<file path="src/rtl/wmr_pkg.sv">
package wmr_pkg;
  localparam int NPORT = 5;
  localparam int PW    = 3;

  localparam logic [PW-1:0] P_LOCAL = 3'd0;
  localparam logic [PW-1:0] P_NORTH = 3'd1;
  localparam logic [PW-1:0] P_SOUTH = 3'd2;
  localparam logic [PW-1:0] P_EAST  = 3'd3;
  localparam logic [PW-1:0] P_WEST  = 3'd4;

  // flit kind: bit1 marks a head, bit0 marks the end of a worm
  localparam logic [1:0] K_BODY = 2'b00;
  localparam logic [1:0] K_TAIL = 2'b01;
  localparam logic [1:0] K_HEAD = 2'b10;
  localparam logic [1:0] K_SOLO = 2'b11;
endpackage

</file>
<file path="src/rtl/wmr_xy_route.sv">
module wmr_xy_route
  import wmr_pkg::*;
#(
  parameter int X_W  = 3,
  parameter int Y_W  = 3,
  parameter int MY_X = 2,
  parameter int MY_Y = 2
) (
  input  logic [X_W-1:0] dst_x,
  input  logic [Y_W-1:0] dst_y,
  output logic [PW-1:0]  dir
);
  localparam logic [X_W-1:0] HX = X_W'(MY_X);
  localparam logic [Y_W-1:0] HY = Y_W'(MY_Y);

  // column first, then row, then deliver
  always_comb begin
    if (dst_x > HX)      dir = P_EAST;
    else if (dst_x < HX) dir = P_WEST;
    else if (dst_y > HY) dir = P_NORTH;
    else if (dst_y < HY) dir = P_SOUTH;
    else                 dir = P_LOCAL;
  end
endmodule

</file>
<file path="src/rtl/wmr_rr_arb.sv">
module wmr_rr_arb #(
  parameter int N = 5
) (
  input  logic         clk,
  input  logic         rst,
  input  logic [N-1:0] req,
  input  logic         adv,
  output logic [N-1:0] gnt
);
  localparam int IW = (N > 1) ? $clog2(N) : 1;

  logic [IW-1:0] ptr;

  always_comb begin
    logic found;
    found = 1'b0;
    gnt   = '0;
    for (int k = 0; k < N; k++) begin
      int idx;
      idx = int'(ptr) + k;
      if (idx >= N) idx = idx - N;
      if (!found && req[idx]) begin
        gnt[idx] = 1'b1;
        found    = 1'b1;
      end
    end
  end

  always_ff @(posedge clk) begin
    if (rst) begin
      ptr <= '0;
    end else if (adv) begin
      for (int i = 0; i < N; i++) begin
        if (gnt[i]) ptr <= (i == N - 1) ? '0 : IW'(i + 1);
      end
    end
  end
endmodule

</file>
<file path="src/rtl/wmr_in_slot.sv">
module wmr_in_slot #(
  parameter int FW = 16
) (
  input  logic          clk,
  input  logic          rst,
  input  logic          in_valid,
  input  logic [FW-1:0] in_flit,
  output logic          in_ready,
  input  logic          pop,
  output logic          full,
  output logic [FW-1:0] flit
);
  assign in_ready = !full || pop;

  always_ff @(posedge clk) begin
    if (rst) begin
      full <= 1'b0;
    end else if (in_valid && in_ready) begin
      full <= 1'b1;
    end else if (pop) begin
      full <= 1'b0;
    end
  end

  always_ff @(posedge clk) begin
    if (in_valid && in_ready) flit <= in_flit;
  end
endmodule

</file>
<file path="src/rtl/wmr_router.sv">
module wmr_router
  import wmr_pkg::*;
#(
  parameter int X_W   = 3,
  parameter int Y_W   = 3,
  parameter int PAY_W = 8,
  parameter int MY_X  = 2,
  parameter int MY_Y  = 2,
  localparam int FW   = 2 + X_W + Y_W + PAY_W
) (
  input  logic                clk,
  input  logic                rst,
  input  logic [NPORT-1:0]    in_valid,
  input  logic [NPORT*FW-1:0] in_flit,
  output logic [NPORT-1:0]    in_ready,
  output logic [NPORT-1:0]    out_valid,
  output logic [NPORT*FW-1:0] out_flit,
  input  logic [NPORT-1:0]    out_ready
);
  logic [FW-1:0]    slot_flit [NPORT];
  logic [NPORT-1:0] slot_full;
  logic [NPORT-1:0] pop;
  logic [PW-1:0]    dir       [NPORT];
  logic [NPORT-1:0] req       [NPORT];
  logic [NPORT-1:0] gnt       [NPORT];
  logic [NPORT-1:0] lock_v;
  logic [PW-1:0]    lock_own  [NPORT];
  logic [NPORT-1:0] conn_v;
  logic [PW-1:0]    conn_src  [NPORT];
  logic [FW-1:0]    conn_flit [NPORT];
  logic [NPORT-1:0] conn_full;
  logic [NPORT-1:0] accept;

  for (genvar i = 0; i < NPORT; i++) begin : g_in
    wmr_in_slot #(.FW(FW)) u_slot (
      .clk      (clk),
      .rst      (rst),
      .in_valid (in_valid[i]),
      .in_flit  (in_flit[i*FW +: FW]),
      .in_ready (in_ready[i]),
      .pop      (pop[i]),
      .full     (slot_full[i]),
      .flit     (slot_flit[i])
    );

    wmr_xy_route #(.X_W(X_W), .Y_W(Y_W), .MY_X(MY_X), .MY_Y(MY_Y)) u_route (
      .dst_x (slot_flit[i][FW-3 -: X_W]),
      .dst_y (slot_flit[i][PAY_W + Y_W - 1 -: Y_W]),
      .dir   (dir[i])
    );
  end

  // a head may ask only for a free output
  always_comb begin
    for (int o = 0; o < NPORT; o++) begin
      for (int i = 0; i < NPORT; i++) begin
        req[o][i] = slot_full[i] && slot_flit[i][FW-1] &&
                    (dir[i] == PW'(o)) && !lock_v[o];
      end
    end
  end

  for (genvar o = 0; o < NPORT; o++) begin : g_out
    wmr_rr_arb #(.N(NPORT)) u_arb (
      .clk (clk),
      .rst (rst),
      .req (req[o]),
      .adv (!lock_v[o]),
      .gnt (gnt[o])
    );
  end

  // crossbar select: lock owner, else this cycle's grant
  always_comb begin
    for (int o = 0; o < NPORT; o++) begin
      conn_v[o]    = lock_v[o];
      conn_src[o]  = lock_own[o];
      if (!lock_v[o]) begin
        for (int i = 0; i < NPORT; i++) begin
          if (gnt[o][i]) begin
            conn_v[o]   = 1'b1;
            conn_src[o] = PW'(i);
          end
        end
      end
      conn_flit[o] = '0;
      conn_full[o] = 1'b0;
      for (int i = 0; i < NPORT; i++) begin
        if (conn_src[o] == PW'(i)) begin
          conn_flit[o] = slot_flit[i];
          conn_full[o] = slot_full[i];
        end
      end
      out_valid[o]            = conn_v[o] && conn_full[o];
      out_flit[o*FW +: FW]    = conn_flit[o];
      accept[o]               = out_valid[o] && out_ready[o];
    end
  end

  always_comb begin
    pop = '0;
    for (int o = 0; o < NPORT; o++) begin
      for (int i = 0; i < NPORT; i++) begin
        if (accept[o] && conn_src[o] == PW'(i)) pop[i] = 1'b1;
      end
    end
  end

  // lock table: claimed on grant, dropped when the worm end is taken
  always_ff @(posedge clk) begin
    if (rst) begin
      lock_v <= '0;
      for (int o = 0; o < NPORT; o++) lock_own[o] <= '0;
    end else begin
      for (int o = 0; o < NPORT; o++) begin
        if (!lock_v[o] && conn_v[o]) begin
          lock_v[o]   <= !(accept[o] && conn_flit[o][FW-2]);
          lock_own[o] <= conn_src[o];
        end else if (lock_v[o] && accept[o] && conn_flit[o][FW-2]) begin
          lock_v[o] <= 1'b0;
        end
      end
    end
  end
endmodule

</file>
<file path="config.mk">
export PLATFORM = sky130hd
export DESIGN_NAME = wmr_router
export DESIGN_NICKNAME = d
export VERILOG_FILES = /design/src/rtl/wmr_pkg.sv /design/src/rtl/wmr_xy_route.sv /design/src/rtl/wmr_rr_arb.sv /design/src/rtl/wmr_in_slot.sv /design/src/rtl/wmr_router.sv
export SDC_FILE = /design/constraint.sdc
export NUM_CORES = 1
export LEC_CHECK = 0
export BUFFER_PORTS_ARGS = -buffer_cell sky130_fd_sc_hd__buf_2
export CAP_MARGIN = 20
export CORE_MARGIN = 2
export CORE_UTILIZATION = 45
export CTS_CLUSTER_DIAMETER = 200
export CTS_CLUSTER_SIZE = 12
export DETAILED_ROUTE_END_ITERATION = 10
export PLACE_DENSITY = 0.68
export SLEW_MARGIN = 20
export SYNTH_ARGS = -nofsm -noshare
export SYNTH_HDL_FRONTEND = slang
export SYNTH_SLANG_ARGS = --single-unit
</file>
<file path="constraint.sdc">
create_clock -name clk -period 7.4 [get_ports clk]
set_clock_uncertainty 0.15 [all_clocks]
set_input_delay 0.37 -clock clk [delete_from_list [all_inputs] [get_ports clk]]
set_output_delay 0.37 -clock clk [all_outputs]
set_load 0.02 [all_outputs]
</file>
==> flow_summary.json, run 1 <==
{
  "critPathMaxFanout": 31,
  "maxCapViolCount": 0,
  "syn_nets": 2354,
  "final_util_pct": 52.7,
  "start_util_pct": 45.7,
  "crit_top_cell": "a2111oi_0",
  "cts_tree": "yes",
  "holdPathStages": 1,
  "use_met1_pct": 45.0,
  "ant_nets": 0,
  "crit_arrival_ns": 6.32,
  "wl_per_cell_um": 24.0,
  "rsz0062_at_grt": "false",
  "register_area_um2": 3350,
  "setup_viol": 0,
  "yosysTopAreaCell": "edfxtp_1",
  "ioPinCount": 182,
  "cp_slowest_cell": "dfxtp_1",
  "postCtsSetupRepairBufs": 0,
  "reg2reg_depth": 18,
  "syn_avg_cell_area_um2": 8.00,
  "synth.yosys.seq_area_share_pct": 19.4,
  "post_cts_resized": 0,
  "worstReg2RegEnd": "g_in[4].u_slot.flit[7]",
  "use_met2_pct": 53.4,
  "clk_pin_slew_ns": 0.07,
  "synth_commonest_cells": "nand2_1, mux2i_1, nor2_1",
  "period_share_pct": 92.5,
  "maxSlewViolCount": 0,
  "fin_area_um2": 19900,
  "hold_viol": 0,
  "numCtsBuffers": 17,
  "synthToLayoutAreaGrowth_pct": 15.1,
  "wl_um": 68800,
  "synth_ff_type": "edfxtp_1",
  "cts_hold_buf": 70,
  "end_kind": "primary output",
  "nets": 2536,
  "synthTopCellsByArea": "edfxtp_1, mux2i_1, ha_1, nand2_1, a21oi_1",
  "grt_max_degree": 36,
  "drtPass1Iterations": 9,
  "ys_types": 129,
  "htree_levels": 4,
  "min_from": "in_flit[77]",
  "multiInputGateArea_um2": 12900,
  "track_usage_pct": 33.7,
  "cp_slowest_stage_delay_ns": 0.79,
  "grt_overflow_total": 0,
  "startpoint_type": "register",
  "top_usage_layer": "met2",
  "synth_edf_count": 95,
  "path_cells": "inv_1 -> ha_1 -> or2_2 -> a2111oi_0 -> a2111oi_0 -> o31ai_1 -> a21o_1 -> nor3_1 -> and3_1 -> nor3b_1 -> a31o_2 -> buf_4 -> mux2i_1 -> nand2_1 -> a32o_1 -> buf_2",
  "startpoint": "g_out[3].u_arb.ptr[2]",
  "hold_end": "g_in[4].u_slot.flit[13]",
  "vias_per_cell": 6.71,
  "tightest_slew_ns": 0.888,
  "grt_antenna_before_repair": 1,
  "drive_gt1_share_pct": 16.1,
  "use_met3_pct": 6.52,
  "ctsLongestPathBuffers": 2,
  "core_area_um2": 37800,
  "drc": 0,
  "hp-class": "in -> reg",
  "clock_latency_ns": 0.44,
  "place_congestion": 0.966,
  "die_x_um": 200,
  "slew_headroom_pct": 40.3,
  "yosysWarningCount": 0,
  "vias": 19200,
  "drt_iter0_markers": 2550,
  "io_buffer_count": 181,
  "cp_data_required_time_ns": 6.88,
  "antennaDiodeCount": 0,
  "rows": 71,
  "hold_slack_ns": 0.0205,
  "dpl.hpwl_um": 50600,
  "dieArea_um2": 40000,
  "min_period_ns": 6.84,
  "ff2ff_setup_slack_ns": 1.13,
  "synth-async-reset-ratio_pct": 0,
  "reg2reg_from": "g_out[3].u_arb.ptr[2]",
  "die_y_um": 200,
  "cts.sinks": 120,
  "place_area_um2": 18600,
  "max_freq_ghz": 0.146,
  "outcome": "complete, no violations",
  "grt_pass1_vias": 17900,
  "fillers": 3556,
  "syn-cell-area_um2": 17300,
  "ys_ff_latch": 120,
  "critPathKind": "reg -> out",
  "yosysTopAreaCellShare_pct": 16.5,
  "fin_setup_tns_ns": 0,
  "postSynthCellCount": 2159,
  "clock-root-buffer": "clkbuf_16",
  "synth.most_common_cell": "nand2_1",
  "grt_pass1_wl_um": 104000
}
area by class of cell:
cell class / instances / share of cell area (%)
Clock inverter: 14 / 0.931
Clock buffer: 18 / 2.16
Sequential cell: 120 / 16.9
Multi-Input combinational cell: 1817 / 65.0
Inverter: 80 / 1.51
Timing Repair Buffer: 305 / 10.3
Tap cell: 511 / 3.22
layout by cell type (no fill, tap or decap), types with 27 or more instances in the layout:
cell type / netlist / layout
buf_4: 20 / 49
edfxtp_1: 95 / 95
ha_1: 98 / 98
nor3_1: 49 / 48
dlygate4sd3_1: 0 / 72
mux2_2: 30 / 30
and3_1: 27 / 27
a22o_1: 32 / 32
nor2_1: 154 / 154
xnor2_1: 27 / 27
and2_1: 30 / 30
o22ai_1: 28 / 28
nor2b_1: 43 / 43
o21ai_0: 92 / 92
a21oi_1: 128 / 127
inv_1: 76 / 76
mux2i_1: 157 / 157
nand2_1: 231 / 230
a32o_1: 41 / 41
nand3_1: 91 / 91
a211oi_1: 29 / 29
nand2b_1: 44 / 44
buf_2: 57 / 181
routing by layer:
metal / routed length [um] / vias up
li1: - / 8615
met1: 27900 / 9093
met2: 30500 / 1289
met3: 7330 / 226
met4: 3050 / 2
met5: 18 / -
cells by family (layout without fill, tap and decap cells):
kind of cell	Yosys count	count (layout)	synth area share, %
and+or+nand+nor	855	855	26.5
buffers and inverters	222	417	6.00
AOI/OAI and AO/OA	634	634	27.2
muxes	192	192	11.5
xor gates and xnor gates	33	33	1.76
adders and majority gates	103	103	7.68
DFF	120	120	19.4
how the worst max path moves through the flow:
stage	end	cells after the start
final	out_flit[57]	16
after global routing	out_flit[50]	16
after CTS	out_flit[57]	16
after detailed placement	out_flit[63]	16
after global placement	out_flit[48]	16
after floorplan	g_in[3].u_slot.flit[0]	18
worst max-delay path: cells and delay by family, from the launching register on:
kind,cells,cell delay [ns]
muxes,1,0.27
AOI/OAI and AO/OA,6,2.16
buffers and inverters,3,1.03
DFF,1,0.79
and+or+nand+nor,5,1.14
adders and majority gates,1,0.46
registers in the layout, indices dropped and copies added (netlist names):
signal and cells:
g_in.u_slot.flit 80, g_in.u_slot.full 5, g_out.u_arb.ptr 15, lock_own 15
lock_v 5
metrics by stage:
stage	instances	setup slack [ns]
finish	2865	0.557
CTS	2863	0.721
global placement	2761	1.20
detailed placement	2761	1.25
floorplan	2159	1.77
global route	2865	0.197
Power of run 1 is not shown: default switching activity piles up to over one toggle a cycle in this logic, so the estimate is an artifact.
==> run 2: changes to the inputs <==
--- a/config.mk
+++ b/config.mk
@@ -13,6 +13,7 @@
 export CTS_CLUSTER_SIZE = 12
 export DETAILED_ROUTE_END_ITERATION = 10
 export PLACE_DENSITY = 0.68
+export REMOVE_ABC_BUFFERS = 1
 export SLEW_MARGIN = 20
 export SYNTH_ARGS = -nofsm -noshare
 export SYNTH_HDL_FRONTEND = slang
==> flow_summary.json, run 2 (synthesis results as in run 1) <==
{
  "wl_per_cell_um": 23.8,
  "path_cells": "inv_1 -> ha_1 -> ha_1 -> inv_1 -> a211oi_1 -> or2_1 -> mux2i_1 -> o211ai_1 -> nand3_1 -> nor4b_1 -> a211o_1 -> a31o_2 -> buf_4 -> mux2_2 -> nand2_1 -> o21ai_0 -> a22o_1 -> buf_2",
  "final_cell_mix": "nand2_1, buf_2, mux2i_1, nor2_1, a21oi_1",
  "holdPathStages": 3,
  "setup_viol": 0,
  "antennaDiodeCount": 0,
  "min_period_ns": 6.92,
  "cp_slowest_cell": "ha_1",
  "postCtsSetupRepairBufs": 0,
  "drtPass1Iterations": 6,
  "grt_overflow_total": 0,
  "numCtsBuffers": 17,
  "largest_reg_flops": 80,
  "critPathMaxFanout": 21,
  "synthToLayoutAreaGrowth_pct": 15.3,
  "grt_pass1_wl_um": 104000,
  "maxCapViolCount": 0,
  "ioPinCount": 182,
  "htree_levels": 4,
  "post-place-cells": 2762,
  "drt_iter0_markers": 2306,
  "top_register": "g_in.u_slot.flit",
  "max_freq_ghz": 0.145,
  "clock-root-buffer": "clkbuf_16",
  "hold_slack_ns": 0.0354,
  "grt_pass1_vias": 18200,
  "rsz0062_at_grt": "false",
  "cp_slowest_stage_delay_ns": 0.64,
  "vias_per_cell": 6.70,
  "nets": 2545,
  "start_util_pct": 45.7,
  "period_share_pct": 93.5,
  "fin_setup_tns_ns": 0,
  "place_congestion": 1.00,
  "end_kind": "primary output",
  "fillers": 3529,
  "reg2reg_from": "g_out[2].u_arb.ptr[1]",
  "die_y_um": 200,
  "drc": 0,
  "grt_max_degree": 36,
  "dieArea_um2": 40000,
  "maxSlewViolCount": 0,
  "clock_latency_ns": 0.44,
  "tightest_slew_ns": 0.973,
  "io_buffer_count": 181,
  "dpl.hpwl_um": 50100,
  "clk_pin_slew_ns": 0.07,
  "cp_data_required_time_ns": 6.88,
  "drive_gt1_share_pct": 16.3,
  "largestRegisters": "g_in.u_slot.flit (80), g_out.u_arb.ptr (15), lock_own (15)",
  "die_x_um": 200,
  "grt_antenna_before_repair": 2,
  "crit_arrival_ns": 6.40,
  "outcome": "complete, no violations",
  "final_cell_count_no_fill": 2874,
  "min_from": "in_valid[4]",
  "ant_nets": 0,
  "startpoint_type": "register",
  "hold_viol": 0,
  "final_common_cell": "nand2_1",
  "rows": 71,
  "slew_headroom_pct": 34.9,
  "startpoint": "g_out[2].u_arb.ptr[1]",
  "cts.sinks": 120,
  "hp-class": "in -> reg",
  "track_usage_pct": 33.6,
  "cts_tree": "yes",
  "ctsLongestPathBuffers": 2,
  "wl_um": 68500,
  "core_area_um2": 37800,
  "vias": 19200,
  "critPathKind": "reg -> out",
  "reg2reg_depth": 18
}
-- run 2: cell count changes in the layout (fill, tap and decap cells not counted), moves of 2 or more --
cell           change
dlygate4sd3_1      +8
buf_4              +4
bufinv_16          -2
inv_6              -2
buf_12             -3
clkinv_2           +2
clkinvlp_4         +2
-- run 2: cell type report --
class / count / area, um^2 / share of cell area [%]
multi-input combinational: 1817 / 12900 / 65.0
sequential: 120 / 3350 / 16.8
timing repair buffer: 314 / 2100 / 10.6
tap: 511 / 639 / 3.21
clock buffer: 17 / 425 / 2.14
inverter: 80 / 300 / 1.51
clock inverter: 15 / 144 / 0.723
-- run 2: repair_timing --
| item | CTS | global route |
|---|---|---|
| hold endpoints to repair | 78 | 2 |
| hold buffers | 78 | 2 |
| resized for setup | 0 | 1 |
| endpoints found under the setup margin | 0 | 1 |
-- run 2: path summary, 6_finish.rpt --
| check | endpoint | slack, ns |
|---|---|---|
| max | out_flit[35] | 0.48 |
| min | g_in[4].u_slot.full | 0.04 |
| max reg2reg | g_in[4].u_slot.flit[8] | 1.08 |
| min reg2reg | g_out[4].u_arb.ptr[1] | 0.51 |
-- run 2: routing by layer --
layer  wire [um]  vias to the layer above  GRT usage [%]
met5           0                        -              0
li1            -                     8638              -
met4        2830                        0           13.5
met3        6580                      213           6.70
met2       30400                     1185           54.0
met1       28600                     9211           44.2
-- run 2: critical path, delay by kind of cell, from the launching register on --
family | cells | cell delay (ns)
buffers and inverters | 4 | 0.98
AND/OR/NAND/NOR | 4 | 1.28
flip-flops | 1 | 0.32
AO/OA/AOI/OAI | 6 | 1.94
multiplexers | 2 | 0.49
adder cells (fa/ha/maj) | 2 | 0.93
-- run 2: metrics by stage --
step	cell area (um^2)	utilization, %	worst slack [ns]
floorplan	16500	-	0.150
global placement	18500	49.1	1.11
detailed placement	18500	49.1	0.974
CTS	19900	52.7	0.524
global route	19900	52.7	0.212
finish	19900	52.7	0.482
Power of run 2 is left out for the same reason.
